**config.mk**
```make
export PLATFORM = sky130hd
export DESIGN_NAME = smram_router
export DESIGN_NICKNAME = d
export VERILOG_FILES = /design/src/rtl/smram_pkg.sv /design/src/rtl/smram_rst_sync.sv /design/src/rtl/smram_ctl_reg.sv /design/src/rtl/smram_decode.sv /design/src/rtl/smram_out_slot.sv /design/src/rtl/smram_router.sv
export SDC_FILE = /design/constraint.sdc
export NUM_CORES = 1
export LEC_CHECK = 0
export ABC_AREA = 1
export BUFFER_PORTS_ARGS = -buffer_cell sky130_fd_sc_hd__buf_2
export CAP_MARGIN = 20
export CORE_UTILIZATION = 30
export CTS_CLUSTER_SIZE = 24
export DETAILED_ROUTE_END_ITERATION = 6
export PLACE_DENSITY = 0.76
export SLEW_MARGIN = 20
export SYNTH_ARGS = -nofsm -noshare
export SYNTH_HDL_FRONTEND = slang
export SYNTH_SLANG_ARGS = --single-unit
export TNS_END_PERCENT = 100
```
**constraint.sdc**
```tcl
create_clock -name clk -period 0.8 [get_ports clk]
set_input_delay 0.16 -clock clk [delete_from_list [all_inputs] [get_ports clk]]
set_output_delay 0.16 -clock clk [all_outputs]
set_load 0.02 [all_outputs]
```
**src/rtl/smram_pkg.sv**
```systemverilog
package smram_pkg;

  typedef enum logic [1:0] {
    ROUTE_FWD   = 2'b00,
    ROUTE_DRAM  = 2'b01,
    ROUTE_ABORT = 2'b10
  } route_e;

  // bit 3 lock, bit 2 close, bit 1 open, bit 0 enable
  typedef struct packed {
    logic lock;
    logic close;
    logic open;
    logic enable;
  } smram_ctl_t;

  typedef struct packed {
    logic cpu;
    logic code;
    logic write;
    logic wb;
    logic smm;
  } smram_qual_t;

endpackage

```
**src/rtl/smram_rst_sync.sv**
```systemverilog
module smram_rst_sync #(
  parameter int STAGES = 2
) (
  input  logic clk,
  input  logic rst_n,
  output logic rst_n_sync
);
  logic [STAGES-1:0] sync_q;

  always_ff @(posedge clk or negedge rst_n) begin
    if (!rst_n) sync_q <= '0;
    else        sync_q <= {sync_q[STAGES-2:0], 1'b1};
  end

  assign rst_n_sync = sync_q[STAGES-1];
endmodule

```
**src/rtl/smram_ctl_reg.sv**
```systemverilog
module smram_ctl_reg
  import smram_pkg::*;
(
  input  logic       clk,
  input  logic       rst_n,
  input  logic       wr_en,
  input  smram_ctl_t wr_data,
  output smram_ctl_t ctl,
  output logic       illegal
);
  smram_ctl_t ctl_q, ctl_d;
  logic       ctl_upd;

  // once locked the whole register is frozen
  always_comb begin
    ctl_upd = wr_en && !ctl_q.lock;
    ctl_d   = ctl_q;
    if (ctl_upd) ctl_d = wr_data;
  end

  always_ff @(posedge clk or negedge rst_n) begin
    if (!rst_n)       ctl_q <= '0;
    else if (ctl_upd) ctl_q <= ctl_d;
  end

  assign ctl     = ctl_q;
  assign illegal = ctl_q.open & ctl_q.close;

  a_r8_lock_sticky: assert property (@(posedge clk) disable iff (!rst_n)
    ctl_q.lock |=> (ctl_q.lock && $stable(ctl_q)));

endmodule

```
**src/rtl/smram_decode.sv**
```systemverilog
module smram_decode
  import smram_pkg::*;
#(
  parameter int              ADDR_W   = 32,
  parameter logic [ADDR_W-1:0] WIN_BASE = 32'h000A_0000,
  parameter logic [ADDR_W-1:0] WIN_SIZE = 32'h0002_0000
) (
  input  logic [ADDR_W-1:0] addr,
  input  smram_qual_t       qual,
  input  smram_ctl_t        ctl,
  output logic              hit,
  output route_e            route
);
  localparam logic [ADDR_W:0] WIN_END = {1'b0, WIN_BASE} + {1'b0, WIN_SIZE};

  logic wb_eff, open_eff, priv, data_to_link, dram_ok;

  always_comb begin
    hit          = ({1'b0, addr} >= {1'b0, WIN_BASE}) && ({1'b0, addr} < WIN_END);
    wb_eff       = qual.wb & qual.write;
    open_eff     = ctl.open & ~ctl.lock;          // lock cancels open
    priv         = qual.smm | open_eff;
    data_to_link = ctl.close & ~qual.code;        // close sends data out
    dram_ok      = wb_eff | (priv & ~data_to_link);

    if (!hit || !ctl.enable) route = ROUTE_FWD;
    else if (!qual.cpu)      route = ROUTE_ABORT;
    else if (dram_ok)        route = ROUTE_DRAM;
    else                     route = ROUTE_FWD;
  end
endmodule

```
**src/rtl/smram_out_slot.sv**
```systemverilog
module smram_out_slot #(
  parameter int W = 2
) (
  input  logic         clk,
  input  logic         rst_n,
  input  logic         in_valid,
  output logic         in_ready,
  input  logic [W-1:0] in_data,
  output logic         out_valid,
  input  logic         out_ready,
  output logic [W-1:0] out_data
);
  logic         valid_q, valid_d;
  logic [W-1:0] data_q;
  logic         load;

  always_comb begin
    in_ready = !valid_q || out_ready;
    load     = in_valid && in_ready;
    valid_d  = valid_q;
    if (load)           valid_d = 1'b1;
    else if (out_ready) valid_d = 1'b0;
  end

  always_ff @(posedge clk or negedge rst_n) begin
    if (!rst_n) valid_q <= 1'b0;
    else        valid_q <= valid_d;
  end

  // data path: enable only, no reset needed
  always_ff @(posedge clk) begin
    if (load) data_q <= in_data;
  end

  assign out_valid = valid_q;
  assign out_data  = data_q;

  a_r10_latency: assert property (@(posedge clk) disable iff (!rst_n)
    (in_valid && in_ready) |=> out_valid);

  a_r10_hold: assert property (@(posedge clk) disable iff (!rst_n)
    (out_valid && !out_ready) |=> (out_valid && $stable(out_data)));

endmodule

```
**src/rtl/smram_router.sv**
```systemverilog
module smram_router
  import smram_pkg::*;
#(
  parameter int                ADDR_W      = 32,
  parameter logic [ADDR_W-1:0] WIN_BASE    = 32'h000A_0000,
  parameter logic [ADDR_W-1:0] WIN_SIZE    = 32'h0002_0000,
  parameter int                SYNC_STAGES = 2
) (
  input  logic              clk,
  input  logic              rst_n,
  input  logic              cfg_we,
  input  logic [3:0]        cfg_wdata,
  output logic [3:0]        cfg_rdata,
  output logic              cfg_illegal,
  input  logic              req_valid,
  output logic              req_ready,
  input  logic [ADDR_W-1:0] req_addr,
  input  logic              req_cpu,
  input  logic              req_code,
  input  logic              req_write,
  input  logic              req_wb,
  input  logic              req_smm,
  output logic              rsp_valid,
  input  logic              rsp_ready,
  output logic [1:0]        rsp_route
);
  localparam int ROUTE_W = $bits(route_e);

  logic        rst_n_s;
  smram_ctl_t  ctl;
  smram_qual_t qual;
  logic        hit;
  route_e      route;
  logic [ROUTE_W-1:0] slot_out;

  smram_rst_sync #(.STAGES(SYNC_STAGES)) u_rst (
    .clk(clk), .rst_n(rst_n), .rst_n_sync(rst_n_s)
  );

  smram_ctl_reg u_ctl (
    .clk(clk), .rst_n(rst_n_s), .wr_en(cfg_we), .wr_data(smram_ctl_t'(cfg_wdata)),
    .ctl(ctl), .illegal(cfg_illegal)
  );

  assign qual = '{cpu: req_cpu, code: req_code, write: req_write, wb: req_wb, smm: req_smm};

  smram_decode #(.ADDR_W(ADDR_W), .WIN_BASE(WIN_BASE), .WIN_SIZE(WIN_SIZE)) u_dec (
    .addr(req_addr), .qual(qual), .ctl(ctl), .hit(hit), .route(route)
  );

  smram_out_slot #(.W(ROUTE_W)) u_slot (
    .clk(clk), .rst_n(rst_n_s),
    .in_valid(req_valid), .in_ready(req_ready), .in_data(route),
    .out_valid(rsp_valid), .out_ready(rsp_ready), .out_data(slot_out)
  );

  assign rsp_route = slot_out;
  assign cfg_rdata = ctl;

  logic fire;
  assign fire = req_valid && req_ready;

  a_r1_outside_fwd: assert property (@(posedge clk) disable iff (!rst_n_s)
    (fire && !hit) |=> (rsp_route == ROUTE_FWD));

  a_r2_disabled_fwd: assert property (@(posedge clk) disable iff (!rst_n_s)
    (fire && !ctl.enable) |=> (rsp_route == ROUTE_FWD));

  a_r3_io_abort: assert property (@(posedge clk) disable iff (!rst_n_s)
    (fire && hit && ctl.enable && !req_cpu) |=> (rsp_route == ROUTE_ABORT));

  a_r4_wb_dram: assert property (@(posedge clk) disable iff (!rst_n_s)
    (fire && hit && ctl.enable && req_cpu && req_wb && req_write) |=> (rsp_route == ROUTE_DRAM));

endmodule

```
==> metrics.yaml <==
run_status:
  status: "complete, but fails checks"
  failed_checks: "setup timing"
critical_path:
  cp-endpoint: "cfg_illegal"
  worst_ep_arrival_time_ns: 0.97
  cp_data_required_time_ns: 0.64
  cp_max_fo: 2
  rrSetupSlack_ns: -0.24
  ff2ff_path_depth: 5
  crit_path_end_kind: "output port"
  path_class: "flop to output port"
  crit_path_start_kind: "flop"
  reg2reg_from: "u_ctl.ctl[1]"
  r2r-end: "u_slot.out_data[0]"
  startpoint: "u_ctl.ctl[1]"
yosys:
  ys_ff_latch: 9
  synth.area.top_cells: "dfrtp_1 (40%), edfxtp_1 (14%), nand2_1 (11%), nor2_1 (8.6%), mux2_4 (6.9%)"
  synth_top_area_cell: "dfrtp_1"
  synth.avg_cell_area_um2: 8.51
  syn_area_um2: 434
  ys.flop_type: "dfrtp_1"
  synth_edf_count: 2
  synthArstFlopShare: 0.778
  synthCells: 51
  syn_nets: 97
  netlist.area_leader.share: 0.403
  yosysWarnings: 0
  yosysMostFrequentCell: "nand2_1"
  yosysUniqueCellTypes: 14
  yosysSeqAreaShare: 0.542
  ys_top_cells_by_count: "nand2_1 (13), nor2_1 (10), dfrtp_1 (7), inv_1 (7)"
placement:
  dp_hpwl_um: 774
  routabilityCongestion: 0.677
  placed_cell_area_um2: 678
  dp.cells: 106
  port-buffer-count: 37
global_route:
  grt_util_met1: 0.159
  top_usage_layer: "met2"
  grt_overflow: 0
  track_usage: 0.163
  grt_max_degree: 6
  antenna_found_initial: 0
  grt_pass1_vias: 439
  grt_pass1_wl_um: 1660
  grt_util_met2: 0.294
  met3_usage: 0.0667
floorplanning:
  io_pins: 55
  die_y_um: 40.0
  fp.dieArea_mm2: 0.00160
  start_util: 0.330
  die_width_um: 40.0
  row_count: 13
  core_mm2: 0.00132
route:
  drcViolationCount: 0
  drt-initial-drc-count: 1
  wire_per_inst_um: 9.23
  ant_nets: 0
  firstDrtPassIters: 2
  vias: 486
  routed_wl_um: 1060
  viasPerCell: 4.23
power_and_ir_drop:
  p_leak_nw: 0.443
  peakVddDrop_v: 0.000950
  power_density_mw_per_mm2: 1220
  total_power_w: 0.000991
sta:
  period_needed_ns: 1.13
  rsz0062_at_grt: "yes"
  finalMaxSlewViolations: 0
  fin_skew_ns: 0.00191
  setup_viol: 16
  finalHoldViolations: 0
  worst_slack_ns: -0.328
  fin_setup_tns_ns: -3.01
  fmax_ghz: 0.886
  period_share: 1.41
layout:
  antenna_cells: 0
  fill_cells: 127
  fin_nets: 147
  areaGrowthSynthToFinish_pct: 87.0
  stdcell_count: 115
  layout-drive-gt1-share: 0.640
  final_cell_area_um2: 812
clock_tree:
  clk_latency_ns: 0.26
  clk_pin_slew_ns: 0.06
  cts_sinks: 9
  ctsLongestPathBuffers: 2
  cts_buffers: 3
  cts_tree: "built"
  cts-root-buf: "clkbuf_4"
  htreeDepth: 1
job:
  cap_violations: 0
worst_hold_path:
  hold_path.class: "flop to async pin"
==> layer usage <==
layer,vias to the layer above,part of all wire
li1,252,-
met1,208,0.37
met2,24,0.53
met3,2,0.090
met4,0,0.010
met5,-,0
==> sequential cells by signal (all words and copies together), names as in the netlist <==
| signal | count |
|---|---|
| u_ctl.ctl | 4 |
| u_rst.sync_q | 2 |
| u_slot.out_data | 2 |
| u_slot.out_valid | 1 |
==> kinds of logic after synthesis <==
family,count (synthesis),synth area share
AOI/OAI and AO/OA,4,0.0577
buffers and inverters,8,0.0692
DFF,9,0.542
muxes,2,0.0692
other,1,0.00864
and+or+nand+nor,27,0.254
==> worst max-delay path, stage by stage (launching register included) <==
cell     delay [ns]
dfrtp_2        0.40
buf_6          0.12
nand2_4        0.04
inv_2          0.03
buf_6          0.11
==> layout make-up <==
class	count	area, um2	share of cell area
clock buffers	4	26.3	0.0324
inverters	8	30.0	0.0370
multi-input cells	34	195	0.240
flip-flops and latches	9	241	0.297
well taps	15	18.8	0.0231
repair buffers	45	300	0.370
==> timing repair <==
action,CTS,global route
setup endpoints to repair,16,16
hold buffers,1,0
endpoints found under the hold margin,2,0
resized for setup,20,2
pin swaps,5,1
buffers inserted,3,1
==> per-stage QoR <==
stage                     hold WS (ns)   util  setup slack (ns)
final                           0.0840  0.616            -0.328
after global routing             0.110  0.616            -0.372
after CTS                       0.0856  0.603            -0.346
after detailed placement       -0.0529  0.515            -0.152
after global placement         -0.0538  0.515            -0.151
after floorplan                 -0.136      -            -0.192
==> how the worst min path moves through the flow <==
stage	from	endpoint	slack, ns	depth (start not counted)
final	u_rst.sync_q[1]	u_ctl.ctl[0]	0.08	0
after floorplan	rst_n	u_rst.sync_q[0]	-0.14	0
after global placement	rst_n	u_rst.sync_q[0]	-0.05	1
after global routing	u_rst.sync_q[1]	u_ctl.ctl[1]	0.11	0
after detailed placement	rst_n	u_rst.sync_q[0]	-0.05	1
after CTS	u_rst.sync_q[1]	u_slot.out_valid	0.09	0
==> report_power, final <==
group / internal (W) / leakage [nW] / switching [W]
logic: 0.0000830 / 0.333 / 0.0000627
registers: 0.000482 / 0.0949 / 0.0000113
clock network: 0.000192 / 0.0150 / 0.000160
==> cell usage in the layout, fill, tap and decap left out, drive strengths merged <==
cell type	instances
dfrtp	7
o21bai	1
clkbuf	4
nand2	14
a21boi	1
mux2	2
edfxtp	2
nor2	12
buf	44
dlygate4sd3	1
nand3	1
inv	8
conb	1
a21oi	2
Power figures use the tool's default switching activity.
